<file path="src/rtl/irq_vector_ctrl.sv">
module irq_vector_ctrl #(
  parameter int NSRC = 32,
  parameter int GRP  = 4
) (
  input  logic            clk,
  input  logic            rst_n,
  input  logic [NSRC-1:0] src,
  input  logic            wr_en,
  input  logic [1:0]      addr,
  input  logic [31:0]     wdata,
  output logic [31:0]     rdata,
  output logic            host_irq,
  output logic [2:0]      host_lvl
);
  localparam int IDW   = $clog2(NSRC);
  localparam int RW    = IDW + 1;
  localparam int SW    = $clog2(GRP);
  localparam int GBASE = NSRC - GRP;
  localparam int HP_LO = SW * GRP;
  localparam int LV_LO = 13;
  localparam int EN_B  = 16;
  localparam int VC_LO = 11;

  logic [SW-1:0]   slot_q [GRP];
  logic [IDW-1:0]  hp_q;
  logic [2:0]      lvl_q;
  logic            en_q;
  logic [NSRC-1:0] mask_q;
  logic [NSRC-1:0] isr_q;
  logic [IDW-1:0]  vec_q;

  logic [RW-1:0]   rank [NSRC];
  logic [NSRC-1:0] valid;
  logic [NSRC-1:0] elig;
  logic [RW-1:0]   isr_top;
  logic [RW-1:0]   best_r;
  logic [IDW-1:0]  win_id;
  logic            any_elig;
  logic [HP_LO-1:0] slot_flat;
  logic            ack;

  always_comb begin
    for (int s = 0; s < NSRC; s++) begin
      valid[s] = (s != 0);
      rank[s]  = RW'(s);
      if (s >= GBASE) begin
        valid[s] = 1'b0;
        rank[s]  = '0;
        for (int k = 0; k < GRP; k++)
          if (slot_q[k] == SW'(s - GBASE)) begin
            valid[s] = 1'b1;
            rank[s]  = RW'(GBASE + k);
          end
      end
    end
    if (hp_q != '0) begin
      valid[hp_q] = 1'b1;
      rank[hp_q]  = RW'(NSRC);
    end
  end

  always_comb begin
    isr_top = '0;
    for (int s = 0; s < NSRC; s++)
      if (isr_q[s] && valid[s] && rank[s] > isr_top) isr_top = rank[s];
  end

  always_comb begin
    best_r = '0;
    win_id = '0;
    for (int s = 0; s < NSRC; s++) begin
      elig[s] = src[s] && mask_q[s] && valid[s] && (rank[s] > isr_top);
      if (elig[s] && rank[s] > best_r) begin
        best_r = rank[s];
        win_id = IDW'(s);
      end
    end
  end

  assign any_elig = |elig;
  assign host_irq = en_q & any_elig;
  assign host_lvl = lvl_q;
  assign ack      = wr_en && addr == 2'd3 && wdata[0];

  always_comb
    for (int k = 0; k < GRP; k++) slot_flat[k*SW +: SW] = slot_q[k];

  always_comb
    case (addr)
      2'd0:    rdata = 32'({en_q, lvl_q, {(LV_LO-HP_LO-IDW){1'b0}}, hp_q, slot_flat});
      2'd1:    rdata = 32'(mask_q);
      2'd2:    rdata = 32'(isr_q);
      default: rdata = 32'({vec_q, {VC_LO{1'b0}}});
    endcase

  always_ff @(posedge clk or negedge rst_n)
    if (!rst_n) begin
      for (int k = 0; k < GRP; k++) slot_q[k] <= SW'(k);
      hp_q   <= '0;
      lvl_q  <= '0;
      en_q   <= 1'b0;
      mask_q <= '0;
      isr_q  <= '0;
      vec_q  <= '0;
    end else if (wr_en) begin
      case (addr)
        2'd0: begin
          for (int k = 0; k < GRP; k++) slot_q[k] <= wdata[k*SW +: SW];
          hp_q  <= wdata[HP_LO +: IDW];
          lvl_q <= wdata[LV_LO +: 3];
          en_q  <= wdata[EN_B];
        end
        2'd1: mask_q <= wdata[NSRC-1:0];
        2'd2: isr_q  <= isr_q & ~wdata[NSRC-1:0];
        default:
          if (ack) begin
            vec_q <= any_elig ? win_id : '0;
            if (any_elig) isr_q[win_id] <= 1'b1;
          end
      endcase
    end
endmodule

</file>
<file path="config.mk">
export PLATFORM = sky130hd
export DESIGN_NAME = irq_vector_ctrl
export DESIGN_NICKNAME = d
export VERILOG_FILES = /design/src/rtl/irq_vector_ctrl.sv
export SDC_FILE = /design/constraint.sdc
export NUM_CORES = 1
export LEC_CHECK = 0
export BUFFER_PORTS_ARGS = -buffer_cell sky130_fd_sc_hd__buf_2
export CORE_MARGIN = 5
export CORE_UTILIZATION = 60
export DETAILED_ROUTE_END_ITERATION = 8
export PLACE_DENSITY = 0.79
export SKIP_CTS_REPAIR_TIMING = 1
export SLEW_MARGIN = 20
export SYNTH_ARGS = -nofsm -noshare
export SYNTH_HDL_FRONTEND = slang
export SYNTH_SLANG_ARGS = --single-unit
</file>
<file path="constraint.sdc">
create_clock -name clk -period 175.6 [get_ports clk]
set_input_delay 52.68 -clock clk [delete_from_list [all_inputs] [get_ports clk]]
set_output_delay 52.68 -clock clk [all_outputs]
set_load 0.1 [all_outputs]
</file>
Word level (Yosys, flattened, before mapping)
Index checks and enable logic that the tools add are counted.

Bits in registers: 86. Input bits: 69. Output and inout bits: 36. Word-level logic and storage cells: 488.

Order comparisons: 101. Eq/ne operators: 15. Mux-type cells: 139. Bitwise gates (word level): 11. Reductions and logical operators: 212.

Operators with widths (count): 6-bit greater-than comparator (94); 6-bit 2-to-1 mux (76); 1-bit logical AND (197); 192-bit 2-to-1 mux (1); 5-bit 2-to-1 mux (35); 151-bit by 160-bit bitwise AND with 160-bit output (1); 160-bit NOT (1); 32-bit 2-to-1 mux (3); 32-bit case mux with 3 select lines (1); 32-bit bitwise OR (2); 32-bit case mux with 2 select lines (1); 32-bit bitwise AND (1); 32-bit NOT (1); 4-bit by 32-bit bitwise OR with 32-bit output (1); 32-bit OR reduction (1); 6-bit demux with 5-bit select (1); 2-bit equality test, second input constant (10); 1-bit 2-to-1 mux (19); 5-bit by 6-bit < comparator with 1-bit output, second input constant (2); 1-bit demux with 5-bit select (2); 2-bit by 1-bit equality test with 1-bit output, second input constant (5); 5-bit by 1-bit >= comparator with 1-bit output, second input constant (2); 2-bit zero test (5); 6-bit >= comparator, second input constant (1); other kinds (12) (15).

Logic depth before layout (Yosys ltp)
Word-level depth: 209. Depth in mapped cells: 484. Depth with buffers taken out: 474.

Worst setup path after synthesis
Ideal clock, no wire load.

Path type: input-to-output. Start point: in addr[0]. End point: out rdata[0]. Arrival: 55.808 ns. Path slack: 67.112 ns. Cell stages on the path: 4. Buffers on the path: 2. Cell sequence: buf_1 clkbuf_1 mux2i_1 o21ai_0.

Cells in the longest elaborated chain, start to end: 2.

Ends and longest elaborated chain: start, declared (RTL line 9) `input logic [1:0] addr,`; 2-bit equality test, or another cell as far along (RTL line 89) `case (addr)`; 32-bit case mux with 3 select lines * (RTL line 89); end, declared (RTL line 11) `output logic [31:0] rdata,`.

Every way passes the cells marked *; elsewhere a longest branch is shown, timed or not.

Final worst setup path
Start point: in src[28]. End point: out host_irq.

Cells in the longest elaborated chain, start to end: 5.

Ends and longest elaborated chain: start, declared (RTL line 7) `input logic [NSRC-1:0] src,`; 1-bit logical AND (3 in a row) (RTL line 72) `elig[s] = src[s] && mask_q[s] && valid[s] && (rank[s] > isr_top);`; 32-bit OR reduction (RTL line 80) `assign any_elig = |elig;`; 1-bit bitwise AND (RTL line 81) `assign host_irq = en_q & any_elig;`; end, declared (RTL line 12) `output logic host_irq,`.

Every way passes these cells.

==> results.md <==
* Least-Margin Pin Slew at around 1.3 ns
* Yosys warns at 0
* Req. time, crit path at roughly 120 ns
* RSZ-0062 raised after global routing: false
* Synth cell types at approximately 130
* CP peak stage delay at 0.88 ns
* Layout cell share with drive strength beyond 1 at approximately 14%
* Crit-path cells: buf_2 > nand2_1 > a2111oi_0 > buf_4 > nor4_1 > nand3_1 > or4_1 > nor4b_1 > nand4_1 > and2_1 > buf_2
* CORE AREA at roughly 31000 um2
* # DRC at 0
* GRT Resource Usage Total at 36.8%
* Initial antenna violation count at 2
* Full die area at roughly 35000 um2
* Simple logic cell fraction of the synthesized area at 22.9%
* Top FF cell, synth: dfrtp_1
* Final Critical Period at 108.86 ns
* Worst Setup End Kind: output pin
* Area Overhead vs Synth at 6.97%
* Most common cell on crit path: buf_2
* WL met3 at 6.05 mm
* Post-synth net total at around 2800
* Hpwl dp at about 54 mm
* Relative max-transition margin at between 15 and 20%
* Arr. time, crit path at 56.18 ns
* Async SR Flop Fraction at between 90% and 100%
* Mapped Area at 18900 um2
* Largest net degree at the start of global routing at between 50 and 60
* CTS tree: yes
* WL/cell at approximately 23 um
* Most common cell after layout, fill and taps aside: ha_1
* Total Nets Final at a little under 3000
* Status: complete, no violations
* Routed Antenna Nets at 0
* Cts bufs inserted at 9
* Post-Synth XOR/XNOR Area at 0.0463%
* Fin crit share at approximately 62%
* H-tree Lvls at 3
* Crit Path Max Fanout at 5
* Ports at between 100 and 150
* Register area share after synthesis at between 10% and 20%
* Clk Latency, worst-skew pair at 0.37 ns
* Largest family of logic cells by synthesized area: compound AO/OA/AOI/OAI gates
* Syn avg cell area at 7.82 um2
* Setup violators final at 0
* Post-synth EDFFs at 0
* Bufs on Longest Clock Path at 2
* Post-synthesis compound-gate area fraction at 32.7%
* Max-cap violations at 0
* Setup Skew at between 0.01 and 0.015 ns
* F_max at 9.19 MHz
* Vias per cell at 7.07
* CP Class: in2out
* Global-route wire length before repair at about 110 mm
* CP max stage cell: nor4_1
* Hold Crit Class: reg2reg
* Die Wd at roughly 190 um
* First-pass detailed-route iteration total at 6
* Clock slew at reported path FFs at about 0.070 ns
* Clock sinks at 86
* Site Rows at 65
* Total gr overflow at 0
* Total wire length at approximately 68 mm
* Type of origin of the critical path: input port
* Post-Syn Instances at ~2400
* Vias at roughly 21000
* Post-Route M1 WL at between 20 and 30 mm
* Multiplexer area fraction after synthesis at 7.40%
* Root Driver: clkbuf_16
* Initial Util at 60.5%
* Placer Congestion at ~1
* Die Ht at around 190 um
* Top Metal Used: met5
* Hold Vio Cnt, Final at 0
* Violation count after the first detailed-route iteration at about 2200
* Max Slew Vio Count at 0
* Setup TNS at 0 ns
* Wire length on met2 at around 30 mm
* Port buffer count at around 100
* Commonest cells after routing, fill and taps aside: ha_1, nand2_1, nor2_1
* Yosys reg bits at 86
* Vias in the first global route at ~20000
* Post-Synth Adder-Cell Area at 21.4%
==> metrics by stage <==
step	worst slack (ns)	cells	utilization, %	hold WS [ns]	cell area [um2]
floorplan	67.11	2422	-	0.450	18900
global placement	66.93	2902	63.6	0.461	19900
detailed placement	66.89	2902	63.6	0.473	19900
CTS	66.88	2918	64.6	0.491	20200
global route	64.88	2919	64.7	0.515	20200
finish	66.74	2919	64.7	0.501	20200
==> path summary, 6_finish.rpt <==
path / depth (start not counted) / from / slack (ns) / end
max in group asynchronous: 2 / rst_n / 122.19 / isr_q[25]$_DFFE_PN0P_
worst max register to register: 455 / hp_q[0]$_DFFE_PN0P_ / 72.87 / isr_q[7]$_DFFE_PN0P_
worst min register to register: 2 / isr_q[0]$_DFFE_PN0P_ / 0.50 / isr_q[0]$_DFFE_PN0P_
worst max-delay path: 11 / src[28] / 66.74 / host_irq
worst min-delay path: 2 / isr_q[0]$_DFFE_PN0P_ / 0.50 / isr_q[0]$_DFFE_PN0P_
min in group asynchronous: 1 / rst_n / 52.24 / isr_q[5]$_DFFE_PN0P_
==> layout make-up <==
| class | count | area, um2 |
|---|---|---|
| Clock buffer | 9 | 225 |
| Multi-Input combinational cell | 2136 | 16000 |
| Clock inverter | 7 | 90.1 |
| Antenna cell | 1 | 2.50 |
| Fill cell | 2789 | 11100 |
| Inverter | 151 | 568 |
| Sequential cell | 86 | 2160 |
| Tap cell | 402 | 503 |
| Timing Repair Buffer | 127 | 698 |
==> cells by family (layout without fill, tap and decap cells) <==
logic type | after synthesis | count (layout)
and+or+nand+nor | 850 | 850
AOI/OAI and AO/OA | 839 | 839
adders and majority gates | 324 | 324
buffers and inverters | 200 | 294
muxes | 121 | 121
DFF | 86 | 86
other | 1 | 2
xor gates and xnor gates | 1 | 1
==> state kept, by name, indices dropped and copies added, names as in the netlist <==
name,cells
slot_flat,8
isr_q,32
vec_q,5
host_lvl,3
mask_q,32
en_q,1
hp_q,5
==> worst max-delay path, delay by kind of cell <==
family / cells / cell delay (ns)
simple gates: 7 / 2.84
buf+inv: 3 / 0.58
compound gates: 1 / 0.08
==> metal layers <==
layer	vias to the layer above	global-route usage, %
met5	-	0
met4	2	15.5
met3	191	5.71
met1	9770	48.7
li1	9569	-
met2	1113	59.7
==> Yosys cell counts, drive strengths merged, types with 9 or more instances <==
cell / instances / area share, %
clkbuf: 28 / 0.56
buf: 21 / 0.60
nor4: 15 / 0.61
a21boi: 10 / 0.40
or2: 19 / 0.63
o21a: 55 / 2.2
mux2: 76 / 4.6
nor3: 38 / 1.1
ha: 324 / 21
nand2: 263 / 5.3
o311ai: 14 / 0.78
a21oi: 158 / 4.3
o211a: 11 / 0.58
a31oi: 44 / 1.6
nor2: 178 / 3.6
dfrtp: 82 / 11
or3: 13 / 0.46
and2: 36 / 1.2
a221oi: 13 / 0.63
and3: 29 / 0.98
a22o: 18 / 0.83
o21ai: 161 / 4.5
a21o: 61 / 2.4
o2111ai: 23 / 1.1
mux2i: 40 / 2.2
o31ai: 26 / 1.3
a311oi: 9 / 0.48
or4: 10 / 0.46
and4: 14 / 0.65
o211ai: 39 / 1.7
nor2b: 47 / 1.6
inv: 143 / 2.8
nand3: 87 / 2.4
nand4: 47 / 1.6
a211o: 27 / 1.2
nand2b: 25 / 0.87
a211oi: 41 / 1.9
o31a: 15 / 0.69
Power is left out: the tool's default activity adds up to more than one toggle a clock period on the data nets, which glitch-free logic cannot reach.
